[src/rtl/mmd_seq_pkg.sv]
package mmd_seq_pkg;

  typedef enum logic [2:0] {
    ST_OFF     = 3'd0,
    ST_LOGIC   = 3'd1,
    ST_HVUP    = 3'd2,
    ST_RUN     = 3'd3,
    ST_PARK    = 3'd4,
    ST_DISCH   = 3'd5,
    ST_RESTART = 3'd6
  } seq_state_e;

  typedef struct packed {
    logic vcc;
    logic vcci;
    logic offset;
    logic bias;
    logic hvreset;
    logic oe;
    logic park;
    logic crst_n;
  } rail_vec_t;

  // Ceiling conversion of a duration in microseconds to clock cycles, at least one.
  function automatic int unsigned cycles_for_us(longint unsigned clk_hz, longint unsigned us);
    longint unsigned v;
    v = (clk_hz * us + 64'd999_999) / 64'd1_000_000;
    if (v == 0) v = 1;
    return int'(v);
  endfunction

  function automatic int unsigned max3(int unsigned a, int unsigned b, int unsigned c);
    int unsigned m;
    m = (a > b) ? a : b;
    return (m > c) ? m : c;
  endfunction

endpackage

[src/rtl/mmd_seq_timer.sv]
module mmd_seq_timer #(
  parameter int unsigned W = 8
) (
  input  logic         clk,
  input  logic         rst,
  input  logic         load,
  input  logic [W-1:0] load_val,
  output logic         done
);

  logic [W-1:0] cnt_q;

  always_ff @(posedge clk) begin
    if (rst)                cnt_q <= '0;
    else if (load)          cnt_q <= load_val;
    else if (cnt_q != '0)   cnt_q <= cnt_q - W'(1);
  end

  assign done = (cnt_q == '0);

  // Interval counts strictly downward between loads (hold timing, R5).
  assert_count_down_R5: assert property (@(posedge clk) disable iff (rst)
    (!load && cnt_q != '0) |=> (cnt_q == $past(cnt_q) - W'(1)));

endmodule

[src/rtl/mmd_rail_outreg.sv]
module mmd_rail_outreg
  import mmd_seq_pkg::*;
(
  input  logic       clk,
  input  logic       rst,
  input  seq_state_e state_d,
  input  logic       phase_d,
  output rail_vec_t  rails
);

  rail_vec_t cur_q, nxt;

  always_comb begin
    nxt = cur_q;
    unique case (state_d)
      ST_OFF: nxt = '0;
      ST_LOGIC: begin
        nxt      = '0;
        nxt.vcc  = 1'b1;
        nxt.vcci = 1'b1;
      end
      ST_HVUP: begin
        nxt         = '0;
        nxt.vcc     = 1'b1;
        nxt.vcci    = 1'b1;
        nxt.offset  = 1'b1;
        nxt.hvreset = 1'b1;
        nxt.oe      = 1'b1;
        nxt.crst_n  = 1'b1;
      end
      ST_RUN: begin
        nxt      = '1;
        nxt.park = 1'b0;
      end
      ST_PARK: begin
        nxt      = cur_q;
        nxt.park = 1'b1;
      end
      ST_DISCH: begin
        nxt         = cur_q;
        nxt.bias    = 1'b0;
        nxt.hvreset = 1'b0;
        nxt.park    = 1'b1;
        if (phase_d) nxt.offset = 1'b0;
      end
      ST_RESTART: begin
        nxt      = '0;
        nxt.vcc  = 1'b1;
        nxt.vcci = 1'b1;
        nxt.oe   = 1'b1;
      end
      default: nxt = '0;
    endcase
  end

  always_ff @(posedge clk) begin
    if (rst) cur_q <= '0;
    else     cur_q <= nxt;
  end

  assign rails = cur_q;

  assert_bias_needs_offset_R4: assert property (@(posedge clk) disable iff (rst)
    cur_q.bias |-> cur_q.offset);

  assert_hv_needs_logic_R2: assert property (@(posedge clk) disable iff (rst)
    (cur_q.offset || cur_q.bias || cur_q.hvreset) |-> (cur_q.vcc && cur_q.vcci));

  assert_oe_needs_logic_R3: assert property (@(posedge clk) disable iff (rst)
    cur_q.oe |-> (cur_q.vcc && cur_q.vcci));

endmodule

[src/rtl/mmd_rail_seq.sv]
module mmd_rail_seq
  import mmd_seq_pkg::*;
#(
  parameter int unsigned CLK_HZ  = 100_000,
  parameter int unsigned PARK_US = 500,
  parameter int unsigned RST_MS  = 50,
  parameter int unsigned GAP_CYC = 4
) (
  input  logic       clk,
  input  logic       rst,
  input  logic       vcc_good,
  input  logic       vcci_good,
  input  logic       pwr_loss,
  input  logic       sw_pdn_req,
  input  logic       hv_discharged,
  output logic       en_vcc,
  output logic       en_vcci,
  output logic       en_offset,
  output logic       en_bias,
  output logic       en_reset_rail,
  output logic       lvcmos_oe,
  output logic       park_req,
  output logic       ctrl_rst_n,
  output logic [2:0] status
);

  localparam int unsigned PARK_CYC = cycles_for_us(64'(CLK_HZ), 64'(PARK_US));
  localparam int unsigned RST_CYC  = cycles_for_us(64'(CLK_HZ), 64'(RST_MS) * 64'd1000);
  localparam int unsigned GAP_EFF  = (GAP_CYC == 0) ? 1 : GAP_CYC;
  localparam int unsigned MAX_CYC  = max3(PARK_CYC, RST_CYC, GAP_EFF);
  localparam int unsigned TW       = $clog2(MAX_CYC + 1);
  localparam int unsigned AW       = $clog2(PARK_CYC + 1) + 1;

  seq_state_e      state_q, state_d;
  logic            phase_q, phase_d;
  logic            loss_q, loss_d;
  logic            t_load, t_done;
  logic [TW-1:0]   t_val;
  rail_vec_t       rails;

  mmd_seq_timer #(.W(TW)) u_timer (
    .clk      (clk),
    .rst      (rst),
    .load     (t_load),
    .load_val (t_val),
    .done     (t_done)
  );

  always_comb begin
    state_d = state_q;
    phase_d = phase_q;
    loss_d  = loss_q;
    t_load  = 1'b0;
    t_val   = '0;
    unique case (state_q)
      ST_OFF: begin
        if (!pwr_loss) state_d = ST_LOGIC;
      end
      ST_LOGIC: begin
        if (pwr_loss) begin
          state_d = ST_PARK; loss_d = 1'b1;
          t_load = 1'b1; t_val = TW'(PARK_CYC - 1);
        end else if (vcc_good && vcci_good) begin
          state_d = ST_HVUP;
          t_load = 1'b1; t_val = TW'(GAP_EFF - 1);
        end
      end
      ST_HVUP: begin
        if (pwr_loss) begin
          state_d = ST_PARK; loss_d = 1'b1;
          t_load = 1'b1; t_val = TW'(PARK_CYC - 1);
        end else if (t_done) begin
          state_d = ST_RUN;
        end
      end
      ST_RUN: begin
        if (pwr_loss || sw_pdn_req) begin
          state_d = ST_PARK; loss_d = pwr_loss;
          t_load = 1'b1; t_val = TW'(PARK_CYC - 1);
        end
      end
      ST_PARK: begin
        loss_d = loss_q | pwr_loss;
        if (t_done) begin
          state_d = ST_DISCH; phase_d = 1'b0;
          t_load = 1'b1; t_val = TW'(GAP_EFF - 1);
        end
      end
      ST_DISCH: begin
        loss_d = loss_q | pwr_loss;
        if (!phase_q) begin
          if (t_done) phase_d = 1'b1;
        end else if (hv_discharged) begin
          phase_d = 1'b0;
          loss_d  = 1'b0;
          if (loss_q || pwr_loss) begin
            state_d = ST_OFF;
          end else begin
            state_d = ST_RESTART;
            t_load = 1'b1; t_val = TW'(RST_CYC - 1);
          end
        end
      end
      ST_RESTART: begin
        if (pwr_loss)                 state_d = ST_OFF;
        else if (t_done && !sw_pdn_req) state_d = ST_LOGIC;
      end
      default: state_d = ST_OFF;
    endcase
  end

  always_ff @(posedge clk) begin
    if (rst) begin
      state_q <= ST_OFF;
      phase_q <= 1'b0;
      loss_q  <= 1'b0;
    end else begin
      state_q <= state_d;
      phase_q <= phase_d;
      loss_q  <= loss_d;
    end
  end

  mmd_rail_outreg u_out (
    .clk     (clk),
    .rst     (rst),
    .state_d (state_d),
    .phase_d (phase_d),
    .rails   (rails)
  );

  assign en_vcc        = rails.vcc;
  assign en_vcci       = rails.vcci;
  assign en_offset     = rails.offset;
  assign en_bias       = rails.bias;
  assign en_reset_rail = rails.hvreset;
  assign lvcmos_oe     = rails.oe;
  assign park_req      = rails.park;
  assign ctrl_rst_n    = rails.crst_n;
  assign status        = state_q;

  // Independent age of the park request, saturating, for the hold check.
  logic [AW-1:0] park_age;
  always_ff @(posedge clk) begin
    if (rst || !park_req)               park_age <= '0;
    else if (park_age != AW'(PARK_CYC)) park_age <= park_age + AW'(1);
  end

  assert_park_hold_R5: assert property (@(posedge clk) disable iff (rst)
    ($fell(en_bias) || $fell(en_reset_rail)) |-> (park_age >= AW'(PARK_CYC)));

  assert_offset_last_R6: assert property (@(posedge clk) disable iff (rst)
    $fell(en_offset) |-> (park_req && !en_bias && !en_reset_rail));

  assert_logic_after_hv_R7: assert property (@(posedge clk) disable iff (rst)
    $fell(en_vcc) |-> (!en_offset && !en_bias && !en_reset_rail));

  assert_discharge_seen_R7: assert property (@(posedge clk) disable iff (rst)
    ($fell(en_vcc) && $past(state_q) == ST_DISCH) |-> $past(hv_discharged));

  assert_restart_held_R8: assert property (@(posedge clk) disable iff (rst)
    (state_q == ST_RESTART && sw_pdn_req && !pwr_loss) |=> (state_q == ST_RESTART));

  assert_status_legal_R11: assert property (@(posedge clk) disable iff (rst)
    status != 3'd7);

endmodule

[config.mk]
export PLATFORM = sky130hd
export DESIGN_NAME = mmd_rail_seq
export DESIGN_NICKNAME = d
export VERILOG_FILES = /design/src/rtl/mmd_seq_pkg.sv /design/src/rtl/mmd_seq_timer.sv /design/src/rtl/mmd_rail_outreg.sv /design/src/rtl/mmd_rail_seq.sv
export SDC_FILE = /design/constraint.sdc
export NUM_CORES = 1
export LEC_CHECK = 0
export ABC_AREA = 0
export BUFFER_PORTS_ARGS = -buffer_cell sky130_fd_sc_hd__clkbuf_2
export CAP_MARGIN = 30
export CORE_MARGIN = 2
export CORE_UTILIZATION = 25
export DETAILED_ROUTE_END_ITERATION = 12
export GPL_ROUTABILITY_DRIVEN = 0
export GPL_TIMING_DRIVEN = 0
export SLEW_MARGIN = 20
export SYNTH_ARGS = -nofsm -noshare
export SYNTH_HDL_FRONTEND = slang
export SYNTH_SLANG_ARGS = --single-unit
[constraint.sdc]
create_clock -name clk -period 5.7 [get_ports clk]
set_input_delay 0.855 -clock clk [delete_from_list [all_inputs] [get_ports clk]]
set_output_delay 0.855 -clock clk [all_outputs]
set_load 0.01 [all_outputs]
; ---- After elaboration in Yosys (flattened, before gate mapping)
; Cells that the tools add are included.
[word_totals]
regBits = 26
out_inout_bits = 11
word_cells = 89
[op_classes]
addsub = 1
eq_ne = 15
muxes = 44
n_bitwise = 3
reduce_logical = 14
[op_table]
columns = op, n
row1 = $mux W13, 5
row2 = $pmux W13 S5, 1
row3 = $pmux W8 S6, 1
row4 = $mux W3, 12
row5 = $pmux W3 S7, 1
row6 = $eq A3 B3 Y1 const B, 6
row7 = $mux W6, 3
row8 = $mux W1, 16
row9 = $logic_not A13 Y1, 1
row10 = $reduce_bool A13 Y1, 1
row11 = $sub A13 B1 Y13 const B, 1
row12 = $eq A3 B2 Y1 const B, 4
row13 = $eq A3 B1 Y1 const B, 2
row14 = $pmux W1 S5, 1
row15 = $mux W2, 2
row16 = $ne A2 B2 Y1 const B, 2
row17 = $pmux W1 S4, 1
row18 = $reduce_and A2 Y1, 2
row19 = $reduce_bool A4 Y1, 1
row20 = $logic_not A3 Y1, 1
row21 = $reduce_and A3 Y1, 1
row22 = $logic_and A1 B1 Y1, 2
row23 = $logic_or A1 B1 Y1, 2
row24 = $ne A2 B1 Y1 const B, 1
row25 = other kinds (6), 7

; ---- Depth between registers and ports, before layout
; Gate-level depths: netlist (run 1).
[depth]
ltp_word = 8
depth_mapped = 10
depth_no_buf = 7

; ---- Cells and area by module
; Synthesis (run 1) repeated with hierarchy kept, for this count alone.
[unflattened]
cells_unflattened = 181
hier_area_um2 = 1554.0
[modules_own_cells]
columns = module, n_inst, cells_per_inst, area_per_inst_um2
row1 = mmd_seq_timer, 1, 90, 763.2
row2 = mmd_rail_seq, 1, 64, 495.5
row3 = mmd_rail_outreg, 1, 27, 295.3

; ---- Least setup slack after synthesis (run 1)
; Ideal clock, no wire load.
[synth_timing]
kind = input port to flip-flop
start = input pwr_loss
end = register u_timer.cnt_q[0]
setup_time_ns = 0.115
t_arrival_ns = 2.395
required_ns = 5.585
path_slack_ns = 3.190
stages = 8
path_cell_list = clkbuf_1 -> o21ai_0 -> a21oi_1 -> or3_1 -> clkbuf_1 -> or2_2 -> buf_4 -> o21a_1
[synth_via]
elab_chain_len = 6
elab_cells_between_ends = 18
[synth_lines]
columns = element, line
row1 = start: declaration, mmd_rail_seq.sv:13  ; input logic pwr_loss,
row2 = $logic_or A1 B1 Y1, mmd_rail_seq.sv:96  ; if (loss_q || pwr_loss) begin
row3 = $mux W13 / $mux W1 (equally long branches), mmd_rail_seq.sv:96
row4 = $mux W13 / $mux W1 (equally long branches), mmd_rail_seq.sv:93  ; end else if (hv_discharged) begin
row5 = $mux W13 / $mux W1 (equally long branches), mmd_rail_seq.sv:91  ; if (!phase_q) begin
row6 = $pmux W13 S5 / $pmux W1 S5 (equally long branches), mmd_rail_seq.sv:55  ; unique case (state_q)
row7 = $mux W13 / $reduce_bool A2 Y1 (equally long branches), n/a
row8 = end signal: assignment, mmd_seq_timer.sv:15  ; else if (load) cnt_q <= load_val;
row9 = end signal: assignment, mmd_seq_timer.sv:16  ; else if (cnt_q != '0) cnt_q <= cnt_q - W'(1);
row10 = end: declaration, mmd_seq_timer.sv:11  ; logic [W-1:0] cnt_q;
; Parallel ways exist; a longest one is shown, timed or not.
; A chain may end at the register's enable or synchronous reset.

; ---- Worst setup path in the final report (run 1)
[layout_timing]
start = register u_timer.cnt_q[0]
end = register u_timer.cnt_q[1]
[layout_via]
elab_chain_len = 4
elab_cells_between_ends = 10
[layout_lines]
columns = element
row1 = branches (longest 4 deep; another with $sub A13 B1 Y13)
; Several ways; the timed one is not identified. The select of a mux whose other input is x is not followed.

==> impl_metrics.ini, run 1 <==
[status]
status = finished, final reports clean

[cts]
cts_root_buf = clkbuf_8
htree_levels = 1
cts_buffers = 3
clock_latency_ns = 0.27
cts_tree = yes
ctsHoldBuffers = 0
numClockSinks = 25
ctsLongestPathBuffers = 2
path_clk_slew_ns = 0.10
cts_resized = 0
post_cts_buffers = 0

[floorplanning]
core_um2 = 5140
start_util_pct = 26.17
die_w_um = 77.35
die_area_um2 = 5983
rows = 26
io_pins = 18
fp.dieH_um = 77.35

[finish]
nets = 186
layout_common_cells = dfxtp_1 (25), nor2_1 (17), clkbuf_2 (17), nor3_1 (12), nand3_1 (8)
fin_util_pct = 30.50
antenna_cells = 0
syn_to_final_growth_pct = 16.56
regArea_um2 = 500.5
n_fill_cell = 584
multi_input_area_um2 = 768.2
drive_gt1_share_pct = 17.51
layout_commonest_cell = dfxtp_1
final_area_um2 = 1568

[place]
io_buffers = 16
pre_cts_slack_ns = 2.772
place_area_um2 = 1513
dpl.hpwl_um = 2292

[synth]
synth-edff-count = 0
ys_seq_elements = 25
synth-main-ff-cell = dfxtp_1
synth_cells = 156
syn_area_um2 = 1345
avgSynthCellArea_um2 = 8.622
netlist-cell-type-count = 47
syn_nets = 164
ys_seq_area_share_pct = 37.21
synthArstFlopShare_pct = 0
yosys_warnings = 0

[setup_path]
r2r_cells = 10
r2r-end = u_timer.cnt_q[1]
critPathLaunchType = flip-flop
worstPathArrival_ns = 2.86
critPathMaxStageDelay_ns = 0.49
cp_max_fo = 9
worst-r2r-setup-slack_ns = 2.98
path_cells = inv_1, ha_1, or4b_1, buf_2, or4_4, buf_6, nor3_4, or2_2, buf_4, o32ai_1
crit_start = u_timer.cnt_q[0]
regToRegStartpoint = u_timer.cnt_q[0]
required_ns = 5.84
crit_slowest_cell = or4_4
worstSetupPathType = reg2reg
worstSetupEndpointType = flip-flop

[global_route]
grt_usage_pct = 10.45
antenna_found_initial = 0
met3_usage_pct = 2.093
use_met1_pct = 14.41
overflow = 0
grt_max_degree = 17
grt_pass1_vias = 1091
grt_use_met2_pct = 16.43
grt_pass1_wl_um = 5092
grt.busiest_layer = met2

[min_path]
min_from = u_out.rails[0]
min_path_type = reg2reg
whs_endpoint = u_out.rails[0]
hold_path_depth = 1

[detailed_routing]
vias = 1200
ant_nets = 0
dr.pass1.iters = 4
remaining_drc_errors = 0
wl_per_cell_um = 11.96
via_per_inst = 4.858
wirelength_um = 2954
drtIter0Drc = 53

[sta]
period_share_pct = 47.74
fin_setup_tns_ns = 0
rsz0062_at_grt = no
fin_crit_ns = 2.721
fmax_ghz = 0.3675
finalClockSkew_ns = 0.004319
setup_violations = 0
final.setup.worst_slack_ns = 2.979
slew_viol_final = 0
tightest_slew_ns = 0.8350
slew_headroom_pct = 43.82
finalHoldViolations = 0

[power]
peakVddDrop_v = 0.0001803
power.leakage_nw = 0.6102
p_per_area_nw_per_um2 = 464.5

[run]
cap_violations = 0
==> cells in the mapped netlist, drive strengths merged (3+ instances only) <==
cell    number  area, um^2
dfxtp       25       500.5
o21a         7       60.05
o21bai       3       22.52
buf          5       38.78
xnor2        4       35.03
nand3        8       40.04
nor4         4       40.04
or4          3       26.27
inv          4       15.01
nand2        5       18.77
nor2        17       63.81
a21oi        5       25.02
nor3        13       76.33
or3          3       18.77
o21ai        6       30.03
xor2         4       35.03
nand2b       3       18.77
clkbuf       6       22.52
==> power breakdown <==
| group | switching, mW | internal [mW] | total (mW) |
|---|---|---|---|
| clock | 0.0609 | 0.0512 | 0.112 |
| combinational | 0.201 | 0.166 | 0.367 |
| sequential | 0.0339 | 0.215 | 0.249 |
| total | 0.296 | 0.432 | 0.728 |
==> metrics by stage <==
stage	total power, mW	cells	hold WS (ns)
floorplan	0.5405	156	0.4758
global placement	0.6108	242	0.4384
detailed placement	0.6152	242	0.4447
CTS	0.7284	246	0.4694
global route	0.7896	247	0.5046
finish	0.7283	247	0.4628
==> flip-flops by register name, summed over array words and instances, names as in the netlist <==
name / count
u_timer.cnt_q: 13
u_out.rails: 7
status: 3
loss_q: 1
phase_q: 1
==> metal layers <==
metal / vias to the layer above / wire length, um / part of all wire [%]
li1: 616 / - / -
met1: 554 / 1425 / 48
met2: 28 / 1323 / 45
met3: 2 / 166 / 5.6
met4: 0 / 38 / 1.3
met5: - / 0 / 0
==> logic make-up after synthesis <==
logic type	after synthesis	share of synthesized area, %
AO/OA/AOI/OAI	41	22.60
XOR/XNOR	8	5.209
adder cells (fa/ha/maj)	1	0.9301
buffers and inverters	15	5.673
flip-flops	25	37.21
AND/OR/NAND/NOR	66	28.37
==> critical path, delay by kind of cell (launching register included) <==
family / cells / cell delay, ns
flops: 1 / 0.34
buf+inv: 4 / 0.56
compound gates: 1 / 0.08
fa+ha+maj: 1 / 0.20
simple gates: 4 / 1.42
==> layout make-up <==
type | count | share of cell area, %
buffer | 11 | 3.911
timing repair buffer | 17 | 5.427
clock buffer | 3 | 2.634
inverter | 4 | 0.9577
multi-input combinational | 116 | 49.00
sequential | 25 | 31.92
clock inverter | 1 | 0.5587
tap | 70 | 5.587
==> worst max path at each step <==
stage,end,slack (ns),depth (start not counted)
after floorplan,u_timer.cnt_q[0],3.19,8
after global placement,u_out.rails[7],2.75,7
after detailed placement,u_out.rails[7],2.77,7
after CTS,u_timer.cnt_q[1],2.97,10
after global routing,u_timer.cnt_q[1],2.81,10
final,u_timer.cnt_q[1],2.98,10
(Power assumes the default switching activity.)
==> inputs of run 2 (changes only) <==
==> constraint.sdc (replaced) <==
create_clock -name clk -period 2.5 [get_ports clk]
set_input_delay 0.375 -clock clk [delete_from_list [all_inputs] [get_ports clk]]
set_output_delay 0.375 -clock clk [all_outputs]
set_load 0.01 [all_outputs]
==> run 2 against run 1 <==
Net effect: core utilization up 1.1 points; maximum frequency rose by 14%; final area rose by 3.8%; routed wire length is 2.6% higher; register-to-register slack worse by 2.9 ns; die area unchanged.
==> impl_metrics.ini, run 2 (synthesis gave the netlist of run 1 again) <==
[floorplanning]
die_area_um2 = 5983
rows = 26
fp.dieH_um = 77.35
core_um2 = 5140
start_util_pct = 26.17
io_pins = 18
die_w_um = 77.35

[cts]
clock_latency_ns = 0.27
htree_levels = 1
ctsLongestPathBuffers = 2
path_clk_slew_ns = 0.09
cts_tree = yes
cts_root_buf = clkbuf_8
numClockSinks = 25
cts_buffers = 3

[setup_path]
required_ns = 2.67
worstPathArrival_ns = 2.56
worstSetupPathType = reg2reg
worstSetupEndpointType = flip-flop
critPathLaunchType = flip-flop
cp_max_fo = 8

[detailed_routing]
remaining_drc_errors = 0
dr.pass1.iters = 4
via_per_inst = 4.935
wl_per_cell_um = 12.23
wirelength_um = 3032
drtIter0Drc = 79
ant_nets = 0
vias = 1224

[sta]
slew_viol_final = 0
fmax_ghz = 0.4188
slew_headroom_pct = 57.89
setup_violations = 0
rsz0062_at_grt = no
tightest_slew_ns = 0.6265
finalHoldViolations = 0
finalClockSkew_ns = 0.002370
period_share_pct = 95.52
final.setup.worst_slack_ns = 0.1120
fin_crit_ns = 2.388

[power]
power.leakage_nw = 0.6219
peakVddDrop_v = 0.0003717
p_per_area_nw_per_um2 = 1066
p_total_mw = 1.734

[finish]
final_area_um2 = 1627
largest_register = u_timer.cnt_q
n_fill_cell = 576
syn_to_final_growth_pct = 20.93
nets = 187
final_cells = 248
drive_gt1_share_pct = 24.72
largest_register_ffs = 13
layout_common_cells = dfxtp_1 (23), clkbuf_2 (17), nor2_1 (17), nor3_1 (12), nand3_1 (8)
antenna_cells = 0
layout_commonest_cell = dfxtp_1
fin_util_pct = 31.65

[place]
dpl.hpwl_um = 2292
place_area_um2 = 1513
placed_cells = 242
pre_cts_slack_ns = -0.2108
io_buffers = 16

[global_route]
grt_usage_pct = 10.40
grt_max_degree = 17
met3_usage_pct = 2.093
grt_pass1_wl_um = 5064
grt_use_met2_pct = 16.52
grt_pass1_vias = 1095
overflow = 0
antenna_found_initial = 0
use_met1_pct = 14.19
grt.busiest_layer = met2

[run]
cap_violations = 0

[status]
status = finished, final reports clean

[min_path]
min_path_type = in2reg
-- run 2: timing repair --
action	in CTS	in global routing
endpoints found under the setup margin	19	18
gates resized for setup	10	10
pin swaps	6	4
setup buffers	2	3
hold buffers	0	0
-- run 2: worst max-delay path: stages (launching register included) --
cell,delay [ns]
dfxtp_2,0.34
inv_2,0.07
ha_4,0.14
or4b_4,0.53
or4_4,0.52
nor3_4,0.28
buf_4,0.17
nor3_1,0.04
o21a_1,0.18
-- run 2: routing by layer --
metal / part of all wire (%) / wire, um
met5: 0 / 0
met1: 47 / 1420
met4: 1.2 / 37
met3: 5.9 / 179
met2: 46 / 1395
-- run 2: final cells by class --
cell class	instances	area, um^2	share of cell area [%]
multi-input cells	116	810.8	49.85
flip-flops and latches	25	503.0	30.92
repair buffers	21	121.4	7.462
well taps	70	87.58	5.385
clock buffers	3	41.29	2.538
plain buffers	8	38.79	2.385
inverters	4	15.01	0.9231
clock inverters	1	8.758	0.5385
-- run 2: final timing paths --
path,slack [ns],depth (start not counted),endpoint,from
worst max-delay path,0.11,8,u_timer.cnt_q[9],u_timer.cnt_q[1]
worst min-delay path,0.29,2,status[0],rst
worst max register to register,0.11,8,u_timer.cnt_q[9],u_timer.cnt_q[1]
worst min register to register,0.46,1,u_out.rails[0],u_out.rails[0]
-- run 2: stage by stage --
stage | TNS [ns] | hold slack [ns]
after global placement | -2.031 | 0.4384
after global routing | 0 | 0.3000
after floorplan | 0 | 0.4590
after CTS | 0 | 0.2861
final | 0 | 0.2894
after detailed placement | -2.675 | 0.4447
-- run 2: power breakdown --
group,internal [mW],switching [mW],leakage [nW],total (mW)
clock,0.117,0.140,0.0261,0.256
sequential,0.494,0.0827,0.205,0.577
combinational,0.420,0.480,0.391,0.901
total,1.03,0.703,0.622,1.73
